File: config.mk
export PLATFORM = sky130hd
export DESIGN_NAME = serial_pad_ports
export DESIGN_NICKNAME = d
export VERILOG_FILES = /design/src/rtl/pad_pkg.sv /design/src/rtl/pad_strobe_ctrl.sv /design/src/rtl/pad_shift_latch.sv /design/src/rtl/serial_pad_ports.sv
export SDC_FILE = /design/constraint.sdc
export NUM_CORES = 1
export LEC_CHECK = 0
export ABC_AREA = 1
export BUFFER_PORTS_ARGS = -buffer_cell sky130_fd_sc_hd__buf_2
export CAP_MARGIN = 20
export CORE_ASPECT_RATIO = 0.6
export CORE_MARGIN = 2
export CORE_UTILIZATION = 30
export DETAILED_ROUTE_END_ITERATION = 10
export SYNTH_ARGS = -nofsm -noshare
export SYNTH_HDL_FRONTEND = slang
export SYNTH_SLANG_ARGS = --single-unit
File: constraint.sdc
create_clock -name clk -period 1.69 [get_ports clk]
set_input_delay 0.169 -clock clk [delete_from_list [all_inputs] [get_ports clk]]
set_output_delay 0.169 -clock clk [all_outputs]
set_load 0.05 [all_outputs]
File: src/rtl/pad_pkg.sv
package pad_pkg;
  localparam int PAD_DATA_W    = 8;
  localparam int PAD_FIXED_POS = 6;

  typedef logic [PAD_DATA_W-1:0] pad_byte_t;

  function automatic pad_byte_t pad_rd_byte(input logic ser_bit);
    pad_byte_t b;
    b                = '0;
    b[PAD_FIXED_POS] = 1'b1;
    b[0]             = ser_bit;
    return b;
  endfunction
endpackage

File: src/rtl/pad_strobe_ctrl.sv
module pad_strobe_ctrl (
  input  logic clk,
  input  logic rst,
  input  logic wr_hit,
  input  logic wr_bit,
  output logic strobe_q,
  output logic fall_p
);
  // Falling transition is seen in the write cycle itself so the freeze
  // lands on the same edge that clears the strobe.
  assign fall_p = wr_hit && strobe_q && !wr_bit;

  always_ff @(posedge clk) begin
    if (rst)         strobe_q <= 1'b0;
    else if (wr_hit) strobe_q <= wr_bit;
  end
endmodule

File: src/rtl/pad_shift_latch.sv
module pad_shift_latch #(
  parameter int NUM_BTN = 8
) (
  input  logic               clk,
  input  logic               rst,
  input  logic               strobe,
  input  logic               capture,
  input  logic               shift,
  input  logic [NUM_BTN-1:0] btn,
  output logic               ser_bit
);
  logic [NUM_BTN-1:0] sh_q;
  logic [NUM_BTN-1:0] src;

  // Strobe high: the port behaves as if reloaded from the live buttons.
  assign src     = strobe ? btn : sh_q;
  assign ser_bit = src[0];

  always_ff @(posedge clk) begin
    if (rst)          sh_q <= '1;
    else if (capture) sh_q <= btn;
    else if (shift)   sh_q <= {1'b1, src[NUM_BTN-1:1]};
  end
endmodule

File: src/rtl/serial_pad_ports.sv
module serial_pad_ports
  import pad_pkg::*;
#(
  parameter int                 ADDR_W     = 16,
  parameter int                 NUM_BTN    = 8,
  parameter logic [ADDR_W-1:0]  PORT0_ADDR = 16'h4016,
  parameter logic [ADDR_W-1:0]  PORT1_ADDR = 16'h4017
) (
  input  logic                  clk,
  input  logic                  rst,
  input  logic [ADDR_W-1:0]     cpu_addr,
  input  logic [PAD_DATA_W-1:0] cpu_wdata,
  input  logic                  cpu_rd,
  input  logic                  cpu_wr,
  input  logic                  cpu_peek,
  input  logic [NUM_BTN-1:0]    btn0,
  input  logic [NUM_BTN-1:0]    btn1,
  output logic [PAD_DATA_W-1:0] rdata0,
  output logic [PAD_DATA_W-1:0] rdata1
);
  localparam int NUM_PORTS = 2;

  logic              strobe_q;
  logic              fall_p;
  logic              unused_wdata_hi;
  logic [NUM_BTN-1:0] btn_v  [NUM_PORTS];
  pad_byte_t          rd_v   [NUM_PORTS];
  logic [NUM_PORTS-1:0] hit;

  assign unused_wdata_hi = ^cpu_wdata[PAD_DATA_W-1:1];

  assign btn_v[0] = btn0;
  assign btn_v[1] = btn1;
  assign hit[0]   = (cpu_addr == PORT0_ADDR);
  assign hit[1]   = (cpu_addr == PORT1_ADDR);

  pad_strobe_ctrl u_strobe (
    .clk      (clk),
    .rst      (rst),
    .wr_hit   (cpu_wr && hit[0]),
    .wr_bit   (cpu_wdata[0]),
    .strobe_q (strobe_q),
    .fall_p   (fall_p)
  );

  for (genvar p = 0; p < NUM_PORTS; p++) begin : g_port
    logic ser;
    pad_shift_latch #(.NUM_BTN(NUM_BTN)) u_latch (
      .clk     (clk),
      .rst     (rst),
      .strobe  (strobe_q),
      .capture (fall_p),
      .shift   (cpu_rd && hit[p]),
      .btn     (btn_v[p]),
      .ser_bit (ser)
    );
    always_ff @(posedge clk) begin
      if (rst)                              rd_v[p] <= '0;
      else if ((cpu_rd || cpu_peek) && hit[p]) rd_v[p] <= pad_rd_byte(ser);
    end
  end

  assign rdata0 = rd_v[0];
  assign rdata1 = rd_v[1];
endmodule

==> results of run 1 <==
## cells by family after synthesis
group | after synthesis | synth area share [%]
AND/OR/NAND/NOR | 156 | 46.40
buffers and inverters | 62 | 20.11
flip-flops | 21 | 28.50
AO/OA/AOI/OAI | 15 | 4.750
other | 1 | 0.2373
## path summary, 6_finish.rpt
check                     from  slack [ns]                         to
max          u_strobe.strobe_q        0.40  g_port[1].u_latch.sh_q[3]
min                    btn1[7]        0.13  g_port[1].u_latch.sh_q[7]
max reg2reg  u_strobe.strobe_q        0.40  g_port[1].u_latch.sh_q[3]
min reg2reg         rd_v[1][1]        0.48                 rd_v[1][1]
## per-layer routing
metal	up-vias	track usage, %	routed length [um]
met5	-	0	0
met4	0	2.381	23
met3	4	3.392	283
met2	55	21.38	1437
met1	652	18.37	1908
li1	852	-	-
## critical path, stage by stage, from the launching register on
cell and delay, ns:
dfxtp_1 0.33, inv_2 0.06, nor2_2 0.04, nand4_4 0.08, buf_4 0.32, nand2_2 0.19
nand2_1 0.12, nand2_1 0.05
## sequential cells by signal, summed over array words and instances, names as in the netlist
| register | cells |
|---|---|
| rd_v | 4 |
| g_port.u_latch.sh_q | 16 |
| u_strobe.strobe_q | 1 |
## cell type report
type	instances	area (um^2)	area share (%)
multi-input cells	183	853.3	46.87
flip-flops and latches	21	450.4	24.74
well taps	66	82.58	4.536
clock buffers	4	45.04	2.474
inverters	37	138.9	7.629
repair buffers	47	250.2	13.75
## placed cells by master, fill, tap and decap left out, types with 2 or more instances in the layout
cell type	count
edfxtp_1	3
nand3_2	2
nor2_4	3
inv_1	33
nand3_1	18
o21ai_1	2
conb_1	12
a21oi_1	10
clkbuf_8	3
nand2_2	2
buf_2	41
dfxtp_1	18
nand4_1	21
o21ai_0	3
buf_4	6
nor3_1	2
nor2_2	4
clkinv_1	3
nor2_1	17
nand2_1	85
## report_power, final
| part | internal, mW | switching (mW) |
|---|---|---|
| clock | 0.168 | 0.160 |
| sequential | 0.508 | 0.000571 |
| combinational | 0.0436 | 0.121 |
| total | 0.720 | 0.282 |
## stage by stage
stage | hold slack [ns] | instance area [um^2] | total power [mW]
CTS | 0.1252 | 1821 | 1.018
floorplan | 0.2814 | 1622 | 0.6467
finish | 0.1331 | 1821 | 1.002
global placement | 0.3991 | 1775 | 0.6834
global route | 0.1390 | 1821 | 1.050
detailed placement | 0.4018 | 1775 | 0.6852
==> results.ini, run 1 <==
[setup_path]
cp-start-kind=register
r2r_cells=7
path_max_fanout=33
worstPathRequired_ns=1.85
crit_type=reg2reg
cp.arrival_ns=1.45
endpoint_kind=register

[logic_synthesis]
synth.cell_area_mm2=0.001580
synthCells=255
synth_commonest_cells=85 x nand2_1, 33 x inv_1, 21 x nand4_1
synthFlopType=dfxtp_1
synth_area_leaders=dfxtp_1 23%, nand2_1 20%, nand4_1 8.3%, inv_1 7.8%, buf_4 6.2%
synth.largest_area_cell=dfxtp_1
yosys_warnings=0
synth_edf_count=3
ys_async_sr_fraction_pct=0
synth_most_common_cell=nand2_1
postSynthAreaPerCell_um2=6.197
yosys.cell_types.count=24
synth_top_area_share_pct=22.80
synth_seq_cells=21
synth_seq_area_share_pct=28.50

[clock_tree]
cts_setup_buffers=0
tritoncts=done
h-tree-depth=1
clk_latency_ns=0.26
clockBufferDepth=2
clkTransAtPathRegs_ns=0.07
cts_buffers=3
post_cts_resized=0
root_buffer=clkbuf_8
cts_sinks=21
holdBufCountCts=0

[final_layout]
stdcell_count=358
final_util_pct=35.84
drive_gt1_share_pct=21.92
areaGrowthSynthToFinish_pct=15.20
final_nets=338
antennaDiodeCount=0
fillers=589

[placed_design]
dp.cells=354
preCtsSetupSlack_ns=0.2802
hpwlAfterDp_um=2678
port_buffers=41
place.gp.congestion=0.7368

[timing]
report.final.slew_viol_count=0
finalCritPeriodShare_pct=76.05
setup_ws_ns=0.4048
rsz0062_at_grt=false
fin_crit_ns=1.285
finClkSkew_ns=0.001333
max_freq_mhz=778.1
tns_ns=0
hold_violations=0
setup_violations=0

[route]
avgViaCountPerCell=4.366
drtIter0Drc=64
postRouteAntennaNets=0
first_pass_iters=4
drcViolationCount=0
finalWirelength_um=3653
num_vias=1563
post_drt_wl_per_cell_um=10.20

[die]
die_area_mm2=0.005883
core_area_mm2=0.005080
num_rows=20
fp.dieW_um=97.70
die_y_um=60.22
io_pins=61
initial_core_util_pct=31.11

[global_routing]
grt_max_degree=34
overflow=0
grt_antenna_before_repair=0
grt_usage_pct=13.28
grt_pass1_vias=1391
grt_pass1_wl_um=6292

[outcome]
outcome=complete, no violations

[pwr]
peakVddDrop_mv=0.2526
power_density_mw_per_mm2=550.2
leakagePower_nw=1.078

[flow_run]
cap_violations=0

[min_path]
min_path_cells=3
hp-class=in2reg

Note: power is estimated with default switching activity, not from simulation.
==> inputs of run 2 (changes only) <==
clock period = 1.3 ns   (was 1.69 ns; I/O delays follow)
==> run 2 against run 1 <==
  * Via count fell by 0.96%
  * Non-clock buffer count rose by 2
  * Setup slack worse by 0.27 ns
  * Highest routed layer unchanged
  * Cell area increased by 3.0%
  * Total power up 31%
  * Sequential power rose by 30%
  * Final cell count is 0.56% higher
  * Die area unchanged
  * Wire length is 0.63% higher
==> results.ini, run 2 (synthesis gave the netlist of run 1 again) <==
[outcome]
outcome=complete, no violations  ; unchanged

[pwr]
switching_share_pct=28.97  ; was 28.17%
leakagePower_nw=1.108  ; was 1.078 nW
power_frac_seq_pct=50.2  ; was 50.8%
clockPowerShare_pct=33.1  ; was 32.8%
total_power_mw=1.316  ; was 1.002 mW
p_comb_share_pct=16.7  ; was 16.5%
intPower_mw=0.9348  ; was 0.7195 mW
power_density_mw_per_mm2=702.2  ; was 550.2 mW/mm^2
switchingPower_mw=0.3812  ; was 0.2821 mW
peakVddDrop_mv=0.3850  ; was 0.2526 mV

[global_routing]
grt_antenna_before_repair=0  ; unchanged
grt_usage_pct=13.19  ; was 13.28%
grt_pass1_vias=1321  ; was 1391
grt_max_degree=34  ; unchanged
grt_pass1_wl_um=6265  ; was 6292 um
overflow=0  ; unchanged

[die]
num_rows=20  ; unchanged
initial_core_util_pct=31.11  ; unchanged
die_area_mm2=0.005883  ; unchanged
core_area_mm2=0.005080  ; unchanged
fp.dieW_um=97.70  ; unchanged
io_pins=61  ; unchanged
die_y_um=60.22  ; unchanged

[timing]
rsz0062_at_grt=false  ; unchanged
setup_ws_ns=0.1389  ; was 0.4048 ns
hold_violations=0  ; unchanged
max_freq_mhz=861.3  ; was 778.1 MHz
report.final.slew_viol_count=0  ; unchanged
finalCritPeriodShare_pct=89.31  ; was 76.05%
finClkSkew_ns=0.005209  ; was 0.001333 ns
tns_ns=0  ; unchanged
setup_violations=0  ; unchanged
fin_crit_ns=1.161  ; was 1.285 ns

[clock_tree]
tritoncts=done  ; unchanged
holdBufCountCts=0  ; unchanged
cts_setup_buffers=0  ; unchanged
clk_latency_ns=0.26  ; about the same
h-tree-depth=1  ; unchanged
cts_buffers=3  ; unchanged
post_cts_resized=0  ; unchanged
root_buffer=clkbuf_8  ; unchanged
cts_sinks=21  ; unchanged
clockBufferDepth=2  ; unchanged
clkTransAtPathRegs_ns=0.08  ; was 0.07 ns

[route]
first_pass_iters=4  ; unchanged
drtIter0Drc=104  ; was 64
postRouteAntennaNets=0  ; unchanged
num_vias=1548  ; was 1563
finalWirelength_um=3676  ; was 3653 um
drcViolationCount=0  ; unchanged
post_drt_wl_per_cell_um=10.21  ; was 10.20 um
avgViaCountPerCell=4.300  ; was 4.366

[final_layout]
final_nets=340  ; was 338
final_util_pct=36.90  ; was 35.84%
top_register=g_port.u_latch.sh_q  ; unchanged
largest_reg_flops=16  ; unchanged
fillers=586  ; was 589
final_common_cell=nand2_1  ; unchanged
multi_input_area_um2=853.3  ; unchanged
mostFrequentLayoutCells=85 x nand2_1, 41 x buf_2, 33 x inv_1  ; unchanged
ff_latch_area_um2=450.4  ; unchanged
drive_gt1_share_pct=22.79  ; was 21.92%
areaGrowthSynthToFinish_pct=18.61  ; was 15.20%
reg_top3=g_port.u_latch.sh_q: 16 flops, rd_v: 4 flops, u_strobe.strobe_q: 1 flops  ; unchanged
stdcell_area_mm2=0.001874  ; was 0.001821 mm^2
antennaDiodeCount=0  ; unchanged

[setup_path]
cp-start-kind=register  ; unchanged
cp.arrival_ns=1.37  ; was 1.45 ns
path_max_fanout=33  ; unchanged
endpoint_kind=register  ; unchanged
crit_type=reg2reg  ; unchanged
worstPathRequired_ns=1.51  ; was 1.85 ns

[placed_design]
hpwlAfterDp_um=2608  ; was 2678 um
preCtsSetupSlack_ns=-0.02666  ; was 0.2802 ns
place.gp.congestion=0.7529  ; was 0.7368
port_buffers=41  ; unchanged
place_area_mm2=0.001828  ; was 0.001775 mm^2

[min_path]
hp-class=in2reg  ; unchanged

[flow_run]
cap_violations=0  ; unchanged

-- run 2: changes by cell type in the layout (fill, tap and decap cells not counted) --
| cell | delta |
|---|---|
| buf_12 | +3 |
| clkbuf_1 | -1 |
| buf_4 | -1 |
| clkinv_2 | +1 |
-- run 2: per-layer routing --
| metal | up-vias | share of wire, % | GRT usage (%) |
|---|---|---|---|
| li1 | 855 | - | - |
| met1 | 653 | 54 | 19.30 |
| met2 | 38 | 39 | 19.51 |
| met3 | 2 | 6.1 | 3.977 |
| met4 | 0 | 0.33 | 1.786 |
| met5 | - | 0 | 0 |
-- run 2: layout make-up --
cell class / count / share of cell area, %
clock buffers: 3 / 2.203
repair buffers: 49 / 16.15
flip-flops and latches: 21 / 24.03
multi-input cells: 183 / 45.53
well taps: 66 / 4.406
clock inverters: 1 / 0.2670
inverters: 37 / 7.410
-- run 2: final timing paths --
| path | slack, ns | cells past startpoint | start | end |
|---|---|---|---|---|
| worst max-delay path | 0.14 | 7 | u_strobe.strobe_q | g_port[1].u_latch.sh_q[4] |
| worst min-delay path | 0.09 | 3 | btn0[7] | g_port[0].u_latch.sh_q[7] |
| worst max register to register | 0.14 | 7 | u_strobe.strobe_q | g_port[1].u_latch.sh_q[4] |
| worst min register to register | 0.48 | 2 | rd_v[1][1] | rd_v[1][1] |
-- run 2: critical path: stages, from the launching register on --
cell,delay (ns)
dfxtp_1,0.35
inv_2,0.04
nor2_2,0.12
nand4_4,0.12
buf_12,0.18
nand2_2,0.14
nand2_1,0.08
nand2_1,0.06
-- run 2: through the flow --
| stage | hold slack, ns | cells |
|---|---|---|
| 6_report | 0.09195 | 360 |
| 3_5_place_dp | 0.3630 | 356 |
| 3_3_place_gp | 0.3617 | 356 |
| 4_1_cts | 0.08542 | 360 |
| 5_1_grt | 0.1043 | 360 |
| 2_1_floorplan | 0.2424 | 266 |
-- run 2: power by group through the flow --
stage / Sequential, mW / Combinational [mW] / Clock [mW]
6_report: 0.661 / 0.219 / 0.436
3_3_place_gp: 0.676 / 0.218 / 0
2_1_floorplan: 0.691 / 0.150 / 0
5_1_grt: 0.662 / 0.239 / 0.480
4_1_cts: 0.661 / 0.220 / 0.457
3_5_place_dp: 0.676 / 0.219 / 0
==> inputs of run 3 (changes only) <==
ABC_AREA = default   (was 1)
==> run 3 against run 2 <==
  * The flow now finishes with violations (negative setup slack)
  * Via count down 3.6%
  * Clock power about the same
  * Fmax down 28%
  * Wire length is 8.5% higher
  * Cell area up 10%
  * Die area down 11%
  * Total power increased by 7.6%
  * Highest routed layer unchanged
==> results.ini, run 3 <==
[logic_synthesis]
synth_area_leaders=dfxtp_1 26%, buf_4 6.4%, edfxtp_1 6.4%, nand3_1 6.1%, o21ai_1 5.7%  ; was dfxtp_1 23%, nand2_1 20%, nand4_1 8.3%, inv_1 7.8%, buf_4 6.2%
synth_seq_cells=21  ; unchanged
synthCells=169  ; was 255
yosys.cell_types.count=34  ; was 24
postSynthAreaPerCell_um2=8.277  ; was 6.197 um^2
synth.cell_area_mm2=0.001399  ; was 0.001580 mm^2
synthAdderAreaFrac_pct=0  ; unchanged
synthMuxAreaShare_pct=7.066  ; was 0%
synth.largest_area_cell=dfxtp_1  ; unchanged
synth_compound_area_share_pct=22.18  ; was 4.751%
synth_seq_area_share_pct=32.20  ; was 28.50%
yosys.area_share.simple_pct=25.94  ; was 46.40%
yosys_warnings=0  ; unchanged
synth_top_area_share_pct=25.76  ; was 22.80%
synth_most_common_cell=dfxtp_1  ; was nand2_1
synth_top_family_by_area=simple AND/OR/NAND/NOR gates  ; unchanged
ys_async_sr_fraction_pct=0  ; unchanged
synthFlopType=dfxtp_1  ; unchanged
synth_commonest_cells=18 x dfxtp_1, 17 x nand3_1, 16 x o21ai_1  ; was 85 x nand2_1, 33 x inv_1, 21 x nand4_1
synth_edf_count=3  ; unchanged
synthXorXnorAreaFrac_pct=0  ; unchanged

[global_routing]
grt_pass1_vias=1412  ; was 1321
grt_antenna_before_repair=0  ; unchanged
grt_max_degree=17  ; was 34
overflow=0  ; unchanged
grt_pass1_wl_um=6603  ; was 6265 um
grt_usage_pct=15.60  ; was 13.19%

[final_layout]
mostFrequentLayoutCells=36 x buf_2, 29 x buf_4, 18 x dfxtp_1  ; was 85 x nand2_1, 41 x buf_2, 33 x inv_1
areaGrowthSynthToFinish_pct=47.67  ; was 18.61%
fillers=471  ; was 586
antennaDiodeCount=0  ; unchanged
reg_top3=g_port.u_latch.sh_q: 16 flops, rd_v: 4 flops, u_strobe.strobe_q: 1 flops  ; unchanged
stdcell_area_mm2=0.002066  ; was 0.001874 mm^2
top_register=g_port.u_latch.sh_q  ; unchanged
largest_reg_flops=16  ; unchanged
final_common_cell=buf_2  ; was nand2_1
drive_gt1_share_pct=49.15  ; was 22.79%
stdcell_count=297  ; was 360
final_nets=280  ; was 340
final_util_pct=45.73  ; was 36.90%

[setup_path]
worstPathRequired_ns=1.28  ; was 1.51 ns
path_max_fanout=6  ; was 33
crit_type=in2reg  ; was reg2reg
cp.arrival_ns=1.60  ; was 1.37 ns
cp-start-kind=input port  ; was register
endpoint_kind=register  ; unchanged

[pwr]
peakVddDrop_mv=0.4637  ; was 0.3850 mV
leakagePower_nw=0.8416  ; was 1.108 nW
total_power_mw=1.417  ; was 1.316 mW
power_density_mw_per_mm2=685.8  ; was 702.2 mW/mm^2

[route]
finalWirelength_um=3987  ; was 3676 um
avgViaCountPerCell=5.024  ; was 4.300
post_drt_wl_per_cell_um=13.42  ; was 10.21 um
postRouteAntennaNets=0  ; unchanged
drcViolationCount=0  ; unchanged
num_vias=1492  ; was 1548
drtIter0Drc=144  ; was 104
first_pass_iters=5  ; was 4

[clock_tree]
h-tree-depth=1  ; unchanged
clockBufferDepth=2  ; unchanged
root_buffer=clkbuf_8  ; unchanged
clkTransAtPathRegs_ns=0.08  ; about the same
clk_latency_ns=0.26  ; about the same
cts_buffers=3  ; unchanged
cts_sinks=21  ; unchanged
holdBufCountCts=0  ; unchanged
tritoncts=done  ; unchanged

[timing]
tns_ns=-5.672  ; was 0 ns
fin_crit_ns=1.621  ; was 1.161 ns
worstMarginPinSlew_ns=0.6474
whs_ns=0.1195  ; was 0.09195 ns
finalCritPeriodShare_pct=124.7  ; was 89.31%
report.final.slew_viol_count=0  ; unchanged
setup_ws_ns=-0.3205  ; was 0.1389 ns
setup_violations=24  ; was 0
rsz0062_at_grt=true  ; was false
slew-limit-headroom_pct=56.84
finClkSkew_ns=0.001066  ; was 0.005209 ns
max_freq_mhz=617.1  ; was 861.3 MHz
hold_violations=0  ; unchanged

[die]
die_area_mm2=0.005243  ; was 0.005883 mm^2
io_pins=61  ; unchanged
initial_core_util_pct=30.97  ; was 31.11%
fp.dieW_um=92.16  ; was 97.70 um
die_y_um=56.90  ; was 60.22 um
core_area_mm2=0.004517  ; was 0.005080 mm^2
num_rows=19  ; was 20

[placed_design]
place_area_mm2=0.001778  ; was 0.001828 mm^2
dp.cells=285  ; was 356
place.gp.congestion=0.7951  ; was 0.7529
preCtsSetupSlack_ns=-0.6495  ; was -0.02666 ns
port_buffers=41  ; unchanged
hpwlAfterDp_um=2928  ; was 2608 um

[outcome]
outcome=finished with violations  ; was complete, no violations
violations=negative setup slack

[min_path]
hp-class=in2reg  ; unchanged

[flow_run]
cap_violations=0  ; unchanged

[run 3: cell count changes after synthesis, sizes merged, moves of 10 or more]
cell / previous run / this run
nand3b: 0 / 10
o21ai: 5 / 22
inv: 34 / 4
nor2: 24 / 3
nand2: 87 / 11
nand4: 22 / 0
[run 3: kinds of logic (layout without fill, tap and decap cells)]
kind of cell,count (synthesis),after routing
other cells,1,12
mux,9,9
simple gates,58,59
compound gates,51,51
buf+inv,29,82
flops,21,21
[run 3: worst paths after layout]
kind | from | slack, ns | end | cells past startpoint
min reg2reg | rd_v[1][1] | 0.47 | rd_v[1][1] | 2
max | cpu_addr[5] | -0.32 | rd_v[0][0] | 4
max reg2reg | u_strobe.strobe_q | -0.16 | g_port[1].u_latch.sh_q[5] | 4
min | btn1[1] | 0.12 | g_port[1].u_latch.sh_q[1] | 3
[run 3: worst max-delay path: stages]
cell and delay [ns]:
buf_6 0.09, or4b_4 0.58, or4b_4 0.63, o21ai_4 0.17
[run 3: layer usage]
layer	vias up	GRT usage [%]	routed length, um
met1	701	22.51	2027
met2	41	23.84	1689
met3	4	4.295	242
li1	746	-	-
met4	0	1.919	27
met5	-	0	0
[run 3: report_power, final]
group / internal (mW) / switching [mW] / total (mW)
Clock: 0.214 / 0.225 / 0.438
Sequential: 0.660 / 0.000971 / 0.661
Combinational: 0.115 / 0.202 / 0.317
Total: 0.989 / 0.428 / 1.42
[run 3: timing repair]
action / 4_1_cts / 5_1_grt
pin swaps: 12 / 33
gates resized for setup: 14 / 24
cloned: 1 / 0
setup endpoints to repair: 24 / 24
endpoints found under the hold margin: 0 / 0
buffers inserted: 8 / 0
[run 3: layout make-up]
class	instances	area (um^2)	share of cell area, %
well taps	63	78.83	3.816
clock buffers	3	41.29	1.999
inverters	4	15.01	0.7268
repair buffers	74	508.0	24.59
multi-input cells	131	967.2	46.82
flip-flops and latches	21	450.4	21.80
clock inverters	1	5.005	0.2423
